<file path="src/rtl/bitslip_deser_pkg.sv">
package bitslip_deser_pkg;

    typedef enum logic [1:0] {
        SQ_IDLE  = 2'd0,
        SQ_COUNT = 2'd1,
        SQ_HOLD  = 2'd2
    } sq_state_e;

endpackage

</file>
<file path="src/rtl/slip_qualifier.sv">
module slip_qualifier
    import bitslip_deser_pkg::*;
#(
    parameter int MIN_HIGH = 4
) (
    input  logic clk,
    input  logic rst_n,
    input  logic sync_in,
    output logic slip_now
);
    localparam int HC_W = (MIN_HIGH > 2) ? $clog2(MIN_HIGH) : 1;
    localparam logic [HC_W-1:0] HC_LAST = HC_W'(MIN_HIGH - 1);
    localparam logic [HC_W-1:0] HC_ONE  = HC_W'(1);

    sq_state_e       state_q, state_d;
    logic [HC_W-1:0] hc_q, hc_d;

    // state register
    always_ff @(posedge clk or negedge rst_n) begin
        if (!rst_n) begin
            state_q <= SQ_IDLE;
            hc_q    <= '0;
        end else begin
            state_q <= state_d;
            hc_q    <= hc_d;
        end
    end

    // next state
    always_comb begin
        state_d = state_q;
        hc_d    = hc_q;
        unique case (state_q)
            SQ_IDLE: begin
                if (sync_in) begin
                    state_d = SQ_COUNT;
                    hc_d    = HC_ONE;
                end
            end
            SQ_COUNT: begin
                if (!sync_in) begin
                    state_d = SQ_IDLE;
                    hc_d    = '0;
                end else if (hc_q == HC_LAST) begin
                    state_d = SQ_HOLD;
                    hc_d    = '0;
                end else begin
                    hc_d = hc_q + HC_ONE;
                end
            end
            SQ_HOLD: begin
                if (!sync_in) begin
                    state_d = SQ_IDLE;
                end
            end
            default: begin
                state_d = SQ_IDLE;
                hc_d    = '0;
            end
        endcase
    end

    // outputs
    always_comb begin
        slip_now = (state_q == SQ_COUNT) && sync_in && (hc_q == HC_LAST);
    end

endmodule

</file>
<file path="src/rtl/word_assembler.sv">
module word_assembler #(
    parameter int WIDTH = 16
) (
    input  logic             clk,
    input  logic             rst_n,
    input  logic             bit_in,
    input  logic             drop,
    output logic [WIDTH-1:0] word_q,
    output logic             word_vld_q
);
    localparam int CNT_W = $clog2(WIDTH);
    localparam logic [CNT_W-1:0] CNT_LAST = CNT_W'(WIDTH - 1);

    logic [CNT_W-1:0] bit_cnt_q;
    logic [WIDTH-2:0] shift_q;
    logic             take;
    logic             last_bit;

    always_comb begin
        take     = !drop;
        last_bit = take && (bit_cnt_q == CNT_LAST);
    end

    always_ff @(posedge clk or negedge rst_n) begin
        if (!rst_n) begin
            bit_cnt_q  <= '0;
            shift_q    <= '0;
            word_q     <= '0;
            word_vld_q <= 1'b0;
        end else begin
            word_vld_q <= last_bit;
            if (take) begin
                shift_q   <= {shift_q[WIDTH-3:0], bit_in};
                bit_cnt_q <= last_bit ? '0 : bit_cnt_q + CNT_W'(1);
            end
            if (last_bit) begin
                word_q <= {shift_q, bit_in};
            end
        end
    end

endmodule

</file>
<file path="src/rtl/bitslip_deser.sv">
module bitslip_deser #(
    parameter int WIDTH    = 16,
    parameter int MIN_HIGH = 4
) (
    input  logic             clk,
    input  logic             rst_n,
    input  logic             ser_in,
    input  logic             sync_in,
    output logic [WIDTH-1:0] word_out,
    output logic             word_vld,
    output logic             slip_done
);
    logic slip_now;

    slip_qualifier #(.MIN_HIGH(MIN_HIGH)) qual_i (
        .clk      (clk),
        .rst_n    (rst_n),
        .sync_in  (sync_in),
        .slip_now (slip_now)
    );

    word_assembler #(.WIDTH(WIDTH)) asm_i (
        .clk        (clk),
        .rst_n      (rst_n),
        .bit_in     (ser_in),
        .drop       (slip_now),
        .word_q     (word_out),
        .word_vld_q (word_vld)
    );

    always_ff @(posedge clk or negedge rst_n) begin
        if (!rst_n) begin
            slip_done <= 1'b0;
        end else begin
            slip_done <= slip_now;
        end
    end

endmodule

</file>
<file path="config.mk">
export PLATFORM = sky130hd
export DESIGN_NAME = bitslip_deser
export DESIGN_NICKNAME = d
export VERILOG_FILES = /design/src/rtl/bitslip_deser_pkg.sv /design/src/rtl/slip_qualifier.sv /design/src/rtl/word_assembler.sv /design/src/rtl/bitslip_deser.sv
export SDC_FILE = /design/constraint.sdc
export NUM_CORES = 1
export LEC_CHECK = 0
export ABC_AREA = 1
export BUFFER_PORTS_ARGS = -buffer_cell sky130_fd_sc_hd__buf_2
export CORE_ASPECT_RATIO = 2
export CORE_MARGIN = 2
export CORE_UTILIZATION = 55
export DETAILED_ROUTE_END_ITERATION = 10
export PLACE_DENSITY = 0.77
export SETUP_SLACK_MARGIN = 0.4
export SYNTH_ARGS = -nofsm -noshare
export SYNTH_HDL_FRONTEND = slang
export SYNTH_HIERARCHICAL = 1
export SYNTH_SLANG_ARGS = --single-unit
</file>
<file path="constraint.sdc">
create_clock -name clk -period 1.8 [get_ports clk]
set_input_delay 0.18 -clock clk [delete_from_list [all_inputs] [get_ports clk]]
set_output_delay 0.18 -clock clk [all_outputs]
set_load 0.01 [all_outputs]
</file>
======== After elaboration in Yosys (flattened, before gate mapping) ========
Cells that the tools add are included.
cells by class
  add/subtract/negate cells ............... 2
  equal/unequal tests ..................... 7
  mux-type cells .......................... 9
  bitwise operators ....................... 1
  reduce and logical (&&, ||, !) cells .... 7
operator list
  cell                                                 count
  two-way mux 2 bit                                    6
  one-hot mux 2 bit (3 select lines)                   2
  adder 4 x 1 -> 4 bit, second input constant          1
  equality test 2 bit, second input constant           2
  equality test 4 bit, second input constant           1
  two-way mux 4 bit                                    1
  inequality test 2 bit, second input constant         2
  logical AND 1 bit                                    3
  inequality test 3 bit, second input constant         1
  AND reduction 3 bit                                  1
  adder 2 x 1 -> 2 bit, second input constant          1
  equality test 2 x 1 -> 1 bit, second input constant  1
  zero test 2 bit                                      1
  AND reduction 2 bit                                  1
  zero test 1 bit                                      1
  NOT 1 bit                                            1
word-level totals
  register bits after elaboration ......... 41
  output and inout bits ................... 18
  word-level logic and storage cells ...... 33

======== Logic depth before layout (Yosys ltp) ========
Gate-level depths: netlist of the first run.
  word-level depth ........................ 6
  mapped depth ............................ 8

======== Modules after synthesis ========
Netlist of the first run, hierarchy kept.
modules (own cells, without submodules)
  module          times used  cells an instance  area an instance (um2)
  word_assembler  1           161                1453.9
  slip_qualifier  1           22                 183.9
  bitslip_deser   1           1                  25.0

======== Worst setup path before layout of the first run ========
OpenSTA, ideal clock, no wires.
  path kind ............................... register -> register
  start point ............................. register qual_i.hc_q[0]
  end point ............................... register asm_i.bit_cnt_q[3]
  arrival ................................. 1.180 ns
  required time ........................... 1.683 ns
  path slack .............................. 0.502 ns
  cell stages (with the launch flop) ...... 8
  path buffers ............................ 1
  clock period less this slack ............ 1.298 ns
  path through ............................ dfrtp_1 ha_1 nand2_1 nor2_1 buf_2 nor2_1 nand3b_1 nand2_1
on the way
  longest elaborated chain between the ends .. 5
ends and longest elaborated chain
  item                    line                  RTL
  from (decl)             slip_qualifier.sv:16  logic [HC_W-1:0] hc_q, hc_d;
  from (signal assigned)  slip_qualifier.sv:22  hc_q <= '0;
  from (signal assigned)  slip_qualifier.sv:25  hc_q <= hc_d;
  equality test 2 bit *   slip_qualifier.sv:65  slip_now = (state_q == SQ_COUNT) && sync_in && (hc_q == HC_LAST);
  logical AND 1 bit *     slip_qualifier.sv:65
  named net slip_now      bitslip_deser.sv:13   logic slip_now;
  zero test 1 bit         word_assembler.sv:20  take = !drop;
  logical AND 1 bit       word_assembler.sv:21  last_bit = take && (bit_cnt_q == CNT_LAST);
  two-way mux 4 bit       word_assembler.sv:34  bit_cnt_q <= last_bit ? '0 : bit_cnt_q + CNT_W'(1);
  to (signal assigned)    word_assembler.sv:34
  to (decl)               word_assembler.sv:14  logic [CNT_W-1:0] bit_cnt_q;
Mark *: on every way through the listed nets, which the timed path passes. The rest lies on a longest branch.
A chain may end at the register's enable or synchronous reset.

======== Final worst setup path of the first run ========
  start point ............................. register asm_i.bit_cnt_q[0]
  end point ............................... register asm_i.word_q[8]
on the way
  longest elaborated chain between the ends .. 2
ends and longest elaborated chain
  item                  line                  RTL
  equality test 4 bit   word_assembler.sv:21
  logical AND 1 bit     word_assembler.sv:21
  to (signal assigned)  word_assembler.sv:37  word_q <= {shift_q, bit_in};
  to (decl)             word_assembler.sv:8   output logic [WIDTH-1:0] word_q,
Every way passes these cells.

==> impl_metrics.json, run 1 <==
{
  "drive_above_1_share_pct": 22.12,
  "vias": 1256,
  "timing_worst_slew_pin_value_ns": 0.4901,
  "final_common_cell": "nand2_1",
  "clk_pin_slew_ns": 0.08,
  "synthSimpleGateAreaFrac_pct": 30.02,
  "finalCritPeriodShare_pct": 71.69,
  "post_synth_mux_area_share_pct": 0,
  "area_delta_synth_final_pct": 21.75,
  "timing.final.crit_period_ns": 1.290,
  "hold_path_class": "input pin to flip-flop",
  "worst_reg2reg_setup_slack_ns": 0.51,
  "timing.max_slew.rel_slack_pct": 67.33,
  "synthXorXnorAreaFrac_pct": 0,
  "finalNonFillerCells": 247,
  "final_max_slew_viol_count": 0,
  "row_count": 28,
  "run_status": "complete, no violations",
  "detail_route.vias_per_cell": 5.085,
  "numClockSinks": 41,
  "clk_root_buffer_cell": "clkbuf_8",
  "arrival_ns": 1.47,
  "tritoncts": "built",
  "first_global_vias": 1289,
  "io_pins": 22,
  "post_synth_num_cell_types": 20,
  "fp.coreArea_sq_um": 2908,
  "max_clock_freq_ghz": 0.7749,
  "synth_top_family_by_area": "simple AND/OR/NAND/NOR gates",
  "timing.critical_path.fanout_max": 13,
  "pwr_density_cell_nw_per_um2": 1565,
  "start_util_pct": 57.19,
  "gp_congestion": 0.7421,
  "place.detailed.hpwl_microns": 2106,
  "cp-end-kind": "flip-flop",
  "antenna_cells": 0,
  "post_synthesis_adder_cell_area_fraction_pct": 1.505,
  "setup.worst_path.start_class": "flip-flop",
  "worst_r2r_endpoint": "asm_i/word_q[8]",
  "reg2reg_launch_point": "asm_i/bit_cnt_q[0]",
  "vdd_drop_max_uv": 920.0,
  "drtPass1Iterations": 4,
  "cell_area_after_technology_mapping_sq_um": 1663,
  "antenna_found_initial": 0,
  "port_buffers": 21,
  "track_usage_pct": 20.35,
  "die_x_microns": 42.88,
  "num-nets-final": 222,
  "grt_first_pass_wirelength_microns": 5271,
  "commonest_non_fill_non_tap_cells_in_the_layout": "nand2_1, dfrtp_1, buf_2, nand3_1, inv_1",
  "placed_cells_incl_taps": 231,
  "postRouteWirelength_microns": 3093,
  "cts_made_buffers": 5,
  "route.detailed.wl_per_inst_microns": 12.52,
  "critical_path_class": "flip-flop to flip-flop",
  "syn-mean-instance-area_sq_um": 9.037,
  "ys.warnings.count": 6,
  "syn_nets": 190,
  "grt_max_degree": 42,
  "rr_worst_depth": 6,
  "route.detailed.drc": 0,
  "hold_viol_final": 0,
  "postSynthRegisterBits": 41,
  "totalNegativeSetupSlack_ns": 0,
  "syn_inst": 184,
  "grt-ovfl-total": 0,
  "insertion_delay_ns": 0.29,
  "rsz0062_at_grt": "no",
  "setup.worst_path.start": "asm_i/bit_cnt_q[0]",
  "timing.final.setup_violations": 0,
  "cts-root-to-sink-buffers": 2,
  "drt-initial-drc-count": 23,
  "die_h_microns": 81.76,
  "synth.yosys.seq_area_share_pct": 61.70,
  "ant_nets": 0,
  "die_area_sq_um": 3506,
  "final.setup_skew_ns": 0.005106,
  "drv_cap": 0,
  "synth_compound_area_share_pct": 1.956,
  "crit_path_end": "asm_i/word_q[8]",
  "depth_of_the_cts_h_tree": 2,
  "leakagePower_nw": 1.127,
  "cp.required_ns": 1.98
}
-- power breakdown --
part | leakage (nW) | internal, mW | total (mW) | switching [mW]
Clock | 0.0574 | 0.450 | 0.749 | 0.299
Sequential | 0.506 | 1.27 | 1.51 | 0.241
Combinational | 0.563 | 0.373 | 0.905 | 0.532
Total | 1.13 | 2.10 | 3.17 | 1.07
-- state kept, by name, indices dropped and copies added, names as in the netlist --
name              count
asm_i/word_q         16
asm_i/shift_q        15
asm_i/bit_cnt_q       4
qual_i/hc_q           2
qual_i/state_q        2
asm_i/word_vld_q      1
slip_done             1
-- critical path: stages, from the launching register on --
cell,delay (ns)
dfrtp_1,0.42
ha_1,0.23
inv_1,0.17
nor2_8,0.08
buf_6,0.15
nand3_1,0.06
nand2_1,0.06
-- how the worst min path moves through the flow --
stage	start	end	slack (ns)	depth (start not counted)
6_report	ser_in	asm_i/shift_q[0]	0.12	3
3_3_place_gp	rst_n	asm_i/word_q[2]	0.25	2
5_1_grt	ser_in	asm_i/shift_q[0]	0.12	3
3_5_place_dp	rst_n	asm_i/word_q[2]	0.27	2
2_1_floorplan	rst_n	asm_i/bit_cnt_q[0]	-0.12	0
4_1_cts	ser_in	asm_i/shift_q[0]	0.11	3
-- kinds of logic after synthesis --
kind of cell,count (synthesis)
AND/OR/NAND/NOR,118
AO/OA/AOI/OAI,6
flip-flops,41
buffers and inverters,17
adder cells (fa/ha/maj),2
-- stage by stage --
stage | utilization (%) | cell area, sq um | hold WS, ns | power, mW | worst slack [ns]
2_1_floorplan | - | 1663 | -0.1156 | 2.052 | 0.5025
3_3_place_gp | 61.83 | 1798 | 0.2511 | 2.304 | 0.4226
3_5_place_dp | 61.83 | 1798 | 0.2685 | 2.389 | 0.3726
4_1_cts | 67.56 | 1964 | 0.1139 | 3.159 | 0.4053
5_1_grt | 69.62 | 2024 | 0.1189 | 3.434 | 0.4167
6_report | 69.62 | 2024 | 0.1217 | 3.169 | 0.5096
-- cells in the mapped netlist (all sizes together) --
cell	number	area share (%)
nand2	89	21
ha	2	1.5
inv	10	2.3
nand3	19	5.7
dfrtp	41	62
nor2	8	2.8
nand3b	1	0.45
o21bai	1	0.45
buf	7	2.6
nand4	1	0.38
o21ai	3	0.90
a21oi	2	0.60
-- metal layers --
metal | vias to the layer above | track usage [%] | routed length (microns)
met2 | 31 | 35.61 | 1684
li1 | 631 | - | -
met4 | 0 | 10.63 | 53
met3 | 6 | 4.615 | 116
met1 | 588 | 22.45 | 1238
met5 | - | 0 | 0
-- repair_timing --
action	4_1_cts	5_1_grt
endpoints found under the setup margin	18	34
pin swaps	1	3
cloned	0	1
hold endpoints to repair	41	0
hold buffers	1	0
buffers inserted	4	2
resized for setup	2	9
-- cell type report --
class	instances	area, sq um
sequential	41	1026
fill	229	883.3
multi-input combinational	126	593.1
timing repair buffer	32	207.7
clock buffer	6	82.58
inverter	10	40.04
clock inverter	2	37.54
tap	30	37.54
No activity file was read; power rests on OpenSTA's default activity.
==> run 2, diff against run 1 <==
--- a/config.mk
+++ b/config.mk
@@ -5,13 +5,13 @@
 export SDC_FILE = /design/constraint.sdc
 export NUM_CORES = 1
 export LEC_CHECK = 0
-export ABC_AREA = 1
+export ABC_AREA = 0
 export BUFFER_PORTS_ARGS = -buffer_cell sky130_fd_sc_hd__buf_2
 export CORE_ASPECT_RATIO = 2
 export CORE_MARGIN = 2
-export CORE_UTILIZATION = 55
+export CORE_UTILIZATION = 50
 export DETAILED_ROUTE_END_ITERATION = 10
-export PLACE_DENSITY = 0.77
+export PLACE_DENSITY = 0.74
 export SETUP_SLACK_MARGIN = 0.4
 export SYNTH_ARGS = -nofsm -noshare
 export SYNTH_HDL_FRONTEND = slang
==> constraint.sdc (replaced) <==
create_clock -name clk -period 1.1 [get_ports clk]
set_input_delay 0.11 -clock clk [delete_from_list [all_inputs] [get_ports clk]]
set_output_delay 0.11 -clock clk [all_outputs]
set_load 0.01 [all_outputs]
==> run 2 against run 1 <==
Net effect:
- critical path depth stayed put
- non-clock buffer count grew 20
- clock skew grew 0.0064 ns
- synthesized area down 2.0%
- the flow now finishes with violations (hold timing, setup timing)
- critical endpoint is now asm_i/word_q[15]
- via count shrank 20%
- largest cell class unchanged
- wire length increased by 0.78%
- hold slack lost 0.40 ns
- combinational power rose to 2.9 times the previous value
==> impl_metrics.json, run 2 <==
{
  "run_status": "finished, violations left",
  "failed_checks": "hold timing, setup timing",
  "grtUsageMet2_pct": 30.08,
  "post_synth_main_area_contributors": "dfrtp_1, mux2_2, mux2_4",
  "numClockSinks": 41,
  "drive_above_1_share_pct": 63.29,
  "depth_of_the_cts_h_tree": 2,
  "synthXorXnorAreaFrac_pct": 0.5376,
  "timing.final.crit_period_ns": 1.503,
  "final.setup_skew_ns": 0.01155,
  "cell_area_after_technology_mapping_sq_um": 1629,
  "pwr_density_cell_nw_per_um2": 2666,
  "post_synthesis_adder_cell_area_fraction_pct": 1.536,
  "power_switching_mw": 1.856,
  "tritoncts": "built",
  "worst_path_largest_cell_delay_ns": 0.39,
  "drtPass1Iterations": 3,
  "hold_viol_final": 14,
  "post-synth-top-count-cell": "dfrtp_1",
  "seq_power_share_pct": 41.7,
  "grt_max_degree": 28,
  "finalNonFillerCells": 189,
  "final_max_slew_viol_count": 0,
  "top_flop_regs": "asm_i/word_q: 16 flops, asm_i/shift_q: 15 flops, asm_i/bit_cnt_q: 4 flops",
  "insertion_delay_ns": 0.29,
  "grt-ovfl-total": 0,
  "globalRouteMet1Util_pct": 19.80,
  "first_global_vias": 1051,
  "timing.max_slew.rel_slack_pct": 76.02,
  "synth_compound_area_share_pct": 3.456,
  "setup_ws_ns": -0.4029,
  "postSynth.asyncResetShare_pct": 100.0,
  "route.detailed.wl_per_inst_microns": 16.49,
  "antenna_cells": 0,
  "port_buffers": 21,
  "grt_first_pass_wirelength_microns": 4809,
  "placed_cells_incl_taps": 165,
  "vdd_drop_max_uv": 1502,
  "fp.coreArea_sq_um": 3157,
  "syn-mean-instance-area_sq_um": 16.13,
  "synth-edff-count": 0,
  "critical_path_class": "flip-flop to flip-flop",
  "grt.met3_usage_pct": 6.022,
  "post_synth_mux_area_share_pct": 24.81,
  "finalHoldWorstSlack_ns": -0.2808,
  "hold_path_class": "input pin to asynchronous set/reset pin",
  "ys.warnings.count": 6,
  "grt_most_used_layer": "met2",
  "timing.critical_path.max_delay_family": "flip-flops",
  "place.detailed.hpwl_microns": 1932,
  "cp-end-kind": "flip-flop",
  "antenna_found_initial": 0,
  "synth.top_cells.by_count": "dfrtp_1, mux2_2, mux2_4, a21oi_1, nand2_1",
  "synthSimpleGateAreaFrac_pct": 4.916,
  "commonest_non_fill_non_tap_cells_in_the_layout": "dfrtp_1, mux2_4, buf_4, buf_2, buf_6",
  "largest_register_ff_count": 16,
  "synth.yosys.seq_area_share_pct": 62.98,
  "n_fill_cell": 195,
  "timing_worst_slew_pin_value_ns": 0.3596,
  "die_h_microns": 84.72,
  "pwr-share-comb_pct": 43.1,
  "timing.final.setup_violations": 38,
  "rsz0062_at_grt": "yes",
  "ant_nets": 0,
  "leakagePower_nw": 1.179,
  "post_synth_num_cell_types": 23,
  "vias": 1011,
  "synthDominantAreaCellType": "dfrtp_1",
  "postRouteWirelength_microns": 3117,
  "registers.top_by_ff_count": "asm_i/word_q",
  "postSynthRegisterBits": 41,
  "start_util_pct": 51.61,
  "synth_top_family_by_area": "multiplexers",
  "timing.critical_path.cells": "ha_4, nand2_4, nor2_4, nand4b_4, buf_12, mux2_2",
  "die_area_sq_um": 3758,
  "clk_root_buffer_cell": "clkbuf_8",
  "arrival_ns": 1.67,
  "row_count": 29,
  "syn_nets": 107,
  "setup.worst_path.start_class": "flip-flop",
  "finalCritPeriodShare_pct": 136.6,
  "cp.required_ns": 1.27,
  "final_common_cell": "dfrtp_1",
  "total_power_mw": 6.118,
  "detail_route.vias_per_cell": 5.349,
  "track_usage_pct": 18.00,
  "cts-root-to-sink-buffers": 2,
  "drv_cap": 0,
  "max_clock_freq_ghz": 0.6654,
  "swShare_pct": 30.33,
  "drt-initial-drc-count": 8,
  "cts_made_buffers": 5,
  "area_delta_synth_final_pct": 40.86,
  "die_x_microns": 44.36,
  "worst_reg2reg_setup_slack_ns": -0.40,
  "synth_top_area_share_pct": 62.98,
  "internal-power_mw": 4.262,
  "syn_inst": 101,
  "io_pins": 22,
  "gp_congestion": 0.7420,
  "num-nets-final": 163,
  "timing.critical_path.fanout_max": 17,
  "critPathSlowestCell": "dfrtp_1",
  "critical_path.n_buffers_inverters": 1,
  "synth_flop_cell": "dfrtp_1",
  "power.share.clock_pct": 15.2,
  "route.detailed.drc": 0,
  "clk_pin_slew_ns": 0.08
}
[run 2: cell types whose count changed after synthesis, sizes merged, moves of 3 or more]
cell,before,now
inv,10,2
nor2,8,1
nand2b,0,3
mux2,0,32
nand2,89,3
buf,7,3
nand3,19,0
[run 2: repair_timing]
action | CTS | global route
endpoints found under the setup margin | 59 | 59
buffers inserted | 10 | 6
pin swaps | 3 | 2
endpoints found under the hold margin | 14 | 14
resized for setup | 7 | 29
[run 2: worst reg2reg max path, stage by stage (launching register included)]
cell,delay (ns)
dfrtp_1,0.39
ha_4,0.17
nand2_4,0.05
nor2_4,0.10
nand4b_4,0.15
buf_12,0.18
mux2_2,0.35
[run 2: power by group through the flow]
stage | Clock [mW] | Sequential [mW] | Combinational [mW]
after floorplan | 0 | 2.63 | 1.01
after global placement | 0 | 2.50 | 1.85
after detailed placement | 0 | 2.54 | 1.93
after CTS | 0.955 | 2.50 | 2.26
after global routing | 1.01 | 2.63 | 2.85
final | 0.931 | 2.55 | 2.64
[run 2: area by class of cell]
| cell class | instances | area, sq um | share of cell area [%] |
|---|---|---|---|
| Timing Repair Buffer | 52 | 441.7 | 19.25 |
| Multi-Input combinational cell | 55 | 698.2 | 30.43 |
| Sequential cell | 41 | 1026 | 44.71 |
| Inverter | 2 | 7.507 | 0.3272 |
| Clock buffer | 6 | 72.57 | 3.162 |
| Clock inverter | 2 | 10.01 | 0.4362 |
| Tap cell | 31 | 38.79 | 1.690 |
[run 2: cell families (layout without fill, tap and decap cells)]
logic type | after synthesis | after routing
xor+xnor | 1 | 1
buf+inv | 5 | 62
flops | 41 | 41
compound gates | 9 | 9
mux | 33 | 33
simple gates | 10 | 10
fa+ha+maj | 2 | 2
[run 2: routing by layer]
| layer | part of all wire, % | vias up |
|---|---|---|
| met5 | 0 | - |
| met4 | 2.6 | 0 |
| met3 | 3.7 | 9 |
| met2 | 56 | 22 |
| met1 | 38 | 518 |
| li1 | - | 462 |
[run 2: path summary, 6_finish.rpt]
| path | from | cells after the start | end |
|---|---|---|---|
| max | qual_i/hc_q[1] | 6 | asm_i/word_q[15] |
| min | rst_n | 1 | asm_i/bit_cnt_q[3] |
| max reg2reg | qual_i/hc_q[1] | 6 | asm_i/word_q[15] |
| min reg2reg | asm_i/word_q[4] | 1 | asm_i/word_q[4] |
| max in group asynchronous | rst_n | 2 | asm_i/word_q[4] |
| min in group clk | ser_in | 2 | asm_i/word_q[0] |
[run 2: per-stage QoR]
stage | utilization, % | TNS, ns | setup WS (ns) | instance area (sq um)
2_1_floorplan | - | -10.53 | -0.3940 | 1640
3_3_place_gp | 60.88 | -10.95 | -0.3446 | 1922
3_5_place_dp | 60.88 | -11.87 | -0.3882 | 1922
4_1_cts | 66.86 | -12.17 | -0.3864 | 2111
5_1_grt | 72.69 | -13.52 | -0.4517 | 2295
6_report | 72.69 | -11.82 | -0.4029 | 2295
==> run 3, diff against run 2 <==
--- a/config.mk
+++ b/config.mk
@@ -10,9 +10,11 @@
 export CORE_ASPECT_RATIO = 2
 export CORE_MARGIN = 2
 export CORE_UTILIZATION = 50
+export CTS_CLUSTER_DIAMETER = 200
 export DETAILED_ROUTE_END_ITERATION = 10
 export PLACE_DENSITY = 0.74
 export SETUP_SLACK_MARGIN = 0.4
+export SKIP_CTS_REPAIR_TIMING = 1
 export SYNTH_ARGS = -nofsm -noshare
 export SYNTH_HDL_FRONTEND = slang
 export SYNTH_HIERARCHICAL = 1
==> run 3 against run 2 <==
Net effect:
- the run still ends with hold timing, setup timing left
- clock power is essentially flat
- hold slack gained 0.0040 ns
- cell count shrank 3.2%
- die area is the same
- wire length shrank 9.6%
- global-route usage shrank 0.86 points
- clock-buffer cell count is the same
==> impl_metrics.json, run 3 (synthesized netlist as in run 2, its figures left out) <==
{
  "port_buffers": 21,
  "first_global_vias": 1004,
  "placed_cells_incl_taps": 165,
  "detail_route.vias_per_cell": 5.339,
  "worst_r2r_endpoint": "asm_i/word_q[10]",
  "drive_above_1_share_pct": 60.53,
  "route.detailed.wl_per_inst_microns": 15.39,
  "die_h_microns": 84.72,
  "finalNonFillerCells": 183,
  "gp_congestion": 0.7420,
  "track_usage_pct": 17.14,
  "drtPass1Iterations": 3,
  "clk_root_buffer_cell": "clkbuf_8",
  "crit_path_end": "asm_i/word_q[10]",
  "setup.worst_path.start_class": "flip-flop",
  "total_power_mw": 5.651,
  "row_count": 29,
  "hold_viol_final": 14,
  "die_x_microns": 44.36,
  "n_fill_cell": 240,
  "numClockSinks": 41,
  "run_status": "finished, violations left",
  "failed_checks": "hold timing, setup timing",
  "rr_worst_depth": 6,
  "postLayoutCoreUtil_pct": 67.06,
  "setup.worst_path.start": "qual_i/hc_q[0]",
  "reg2reg_launch_point": "qual_i/hc_q[0]",
  "commonest_non_fill_non_tap_cells_in_the_layout": "dfrtp_1, mux2_2, buf_4, buf_2, mux2_4",
  "timing.critical_path.fanout_max": 8,
  "top_flop_regs": "asm_i/word_q: 16 flops, asm_i/shift_q: 15 flops, asm_i/bit_cnt_q: 4 flops",
  "max_clock_freq_ghz": 0.6703,
  "postRouteWirelength_microns": 2817,
  "vias": 977,
  "grt_max_degree": 28,
  "timing_worst_slew_pin_value_ns": 0.3658,
  "arrival_ns": 1.67,
  "rsz0062_at_grt": "yes",
  "route.detailed.drc": 0,
  "start_util_pct": 51.61,
  "grt_first_pass_wirelength_microns": 4616,
  "final_max_slew_viol_count": 0,
  "insertion_delay_ns": 0.29,
  "worst_reg2reg_setup_slack_ns": -0.39,
  "cp-end-kind": "flip-flop",
  "io_pins": 22,
  "registers.top_by_ff_count": "asm_i/word_q",
  "place.detailed.hpwl_microns": 1932,
  "die_area_sq_um": 3758,
  "grt-ovfl-total": 0,
  "cp.required_ns": 1.27,
  "timing.final.crit_period_ns": 1.492,
  "critical_path_class": "flip-flop to flip-flop",
  "fp.coreArea_sq_um": 3157,
  "cts_made_buffers": 5,
  "finalCritPeriodShare_pct": 135.6,
  "cts-root-to-sink-buffers": 2,
  "final_common_cell": "dfrtp_1",
  "pwr_density_cell_nw_per_um2": 2669,
  "tritoncts": "built",
  "antenna_found_initial": 0,
  "depth_of_the_cts_h_tree": 2,
  "num-nets-final": 157,
  "timing.max_slew.rel_slack_pct": 75.61,
  "finalHoldWorstSlack_ns": -0.2768,
  "area_delta_synth_final_pct": 29.95,
  "setup_ws_ns": -0.3918,
  "clk_pin_slew_ns": 0.07,
  "antenna_cells": 0,
  "drv_cap": 0,
  "hold_path_class": "input pin to asynchronous set/reset pin",
  "vdd_drop_max_uv": 1433,
  "timing.final.setup_violations": 37,
  "drt-initial-drc-count": 5,
  "ant_nets": 0,
  "final.setup_skew_ns": 0.009477,
  "largest_register_ff_count": 16,
  "leakagePower_nw": 1.070
}
[run 3: cell types whose count changed in the layout (fill, tap and decap cells not counted), sizes merged]
cell and delta:
clkbuf +1, buf -7
[run 3: worst max-delay path: stages, from the launching register on]
cell and delay, ns:
dfrtp_1 0.38, ha_2 0.20, nand2_2 0.07, nor2_2 0.04, nand4b_4 0.20, clkbuf_16 0.20
mux2_4 0.29
[run 3: how the worst min path moves through the flow]
| stage | slack, ns | endpoint | startpoint |
|---|---|---|---|
| global route | -0.26 | asm_i/shift_q[9] | rst_n |
| finish | -0.28 | asm_i/bit_cnt_q[3] | rst_n |
| CTS | -0.28 | asm_i/shift_q[10] | rst_n |
| global placement | 0.03 | asm_i/word_q[11] | rst_n |
| floorplan | -0.19 | asm_i/bit_cnt_q[0] | rst_n |
| detailed placement | 0.04 | asm_i/shift_q[10] | rst_n |
[run 3: metrics by stage]
stage	worst slack (ns)	setup TNS [ns]	hold WS [ns]	instance area [sq um]
after floorplan	-0.3940	-10.53	-0.1856	1640
after global placement	-0.3446	-10.95	0.03272	1922
after detailed placement	-0.3882	-11.87	0.04445	1922
after CTS	-0.4071	-12.28	-0.2790	2004
after global routing	-0.4439	-14.27	-0.2556	2117
final	-0.3918	-12.16	-0.2768	2117
[run 3: layer usage]
metal / wire [microns] / vias to the layer above / GRT usage [%]
met4: 64 / 0 / 8.264
met2: 1567 / 20 / 27.41
met3: 114 / 6 / 5.591
met1: 1071 / 495 / 20.09
li1: - / 456 / -
met5: 0 / - / 0
[run 3: layout make-up]
| type | count | area [sq um] | share of cell area [%] |
|---|---|---|---|
| Tap cell | 31 | 38.79 | 1.832 |
| Sequential cell | 41 | 1026 | 48.46 |
| Clock inverter | 2 | 10.01 | 0.4728 |
| Multi-Input combinational cell | 55 | 589.3 | 27.84 |
| Timing Repair Buffer | 46 | 372.9 | 17.61 |
| Inverter | 2 | 7.507 | 0.3546 |
| Clock buffer | 6 | 72.57 | 3.428 |
[run 3: power by group]
group	total (mW)	switching (mW)	internal [mW]
sequential	2.50	0.373	2.12
clock	0.931	0.491	0.439
combinational	2.22	0.828	1.39
total	5.65	1.69	3.96
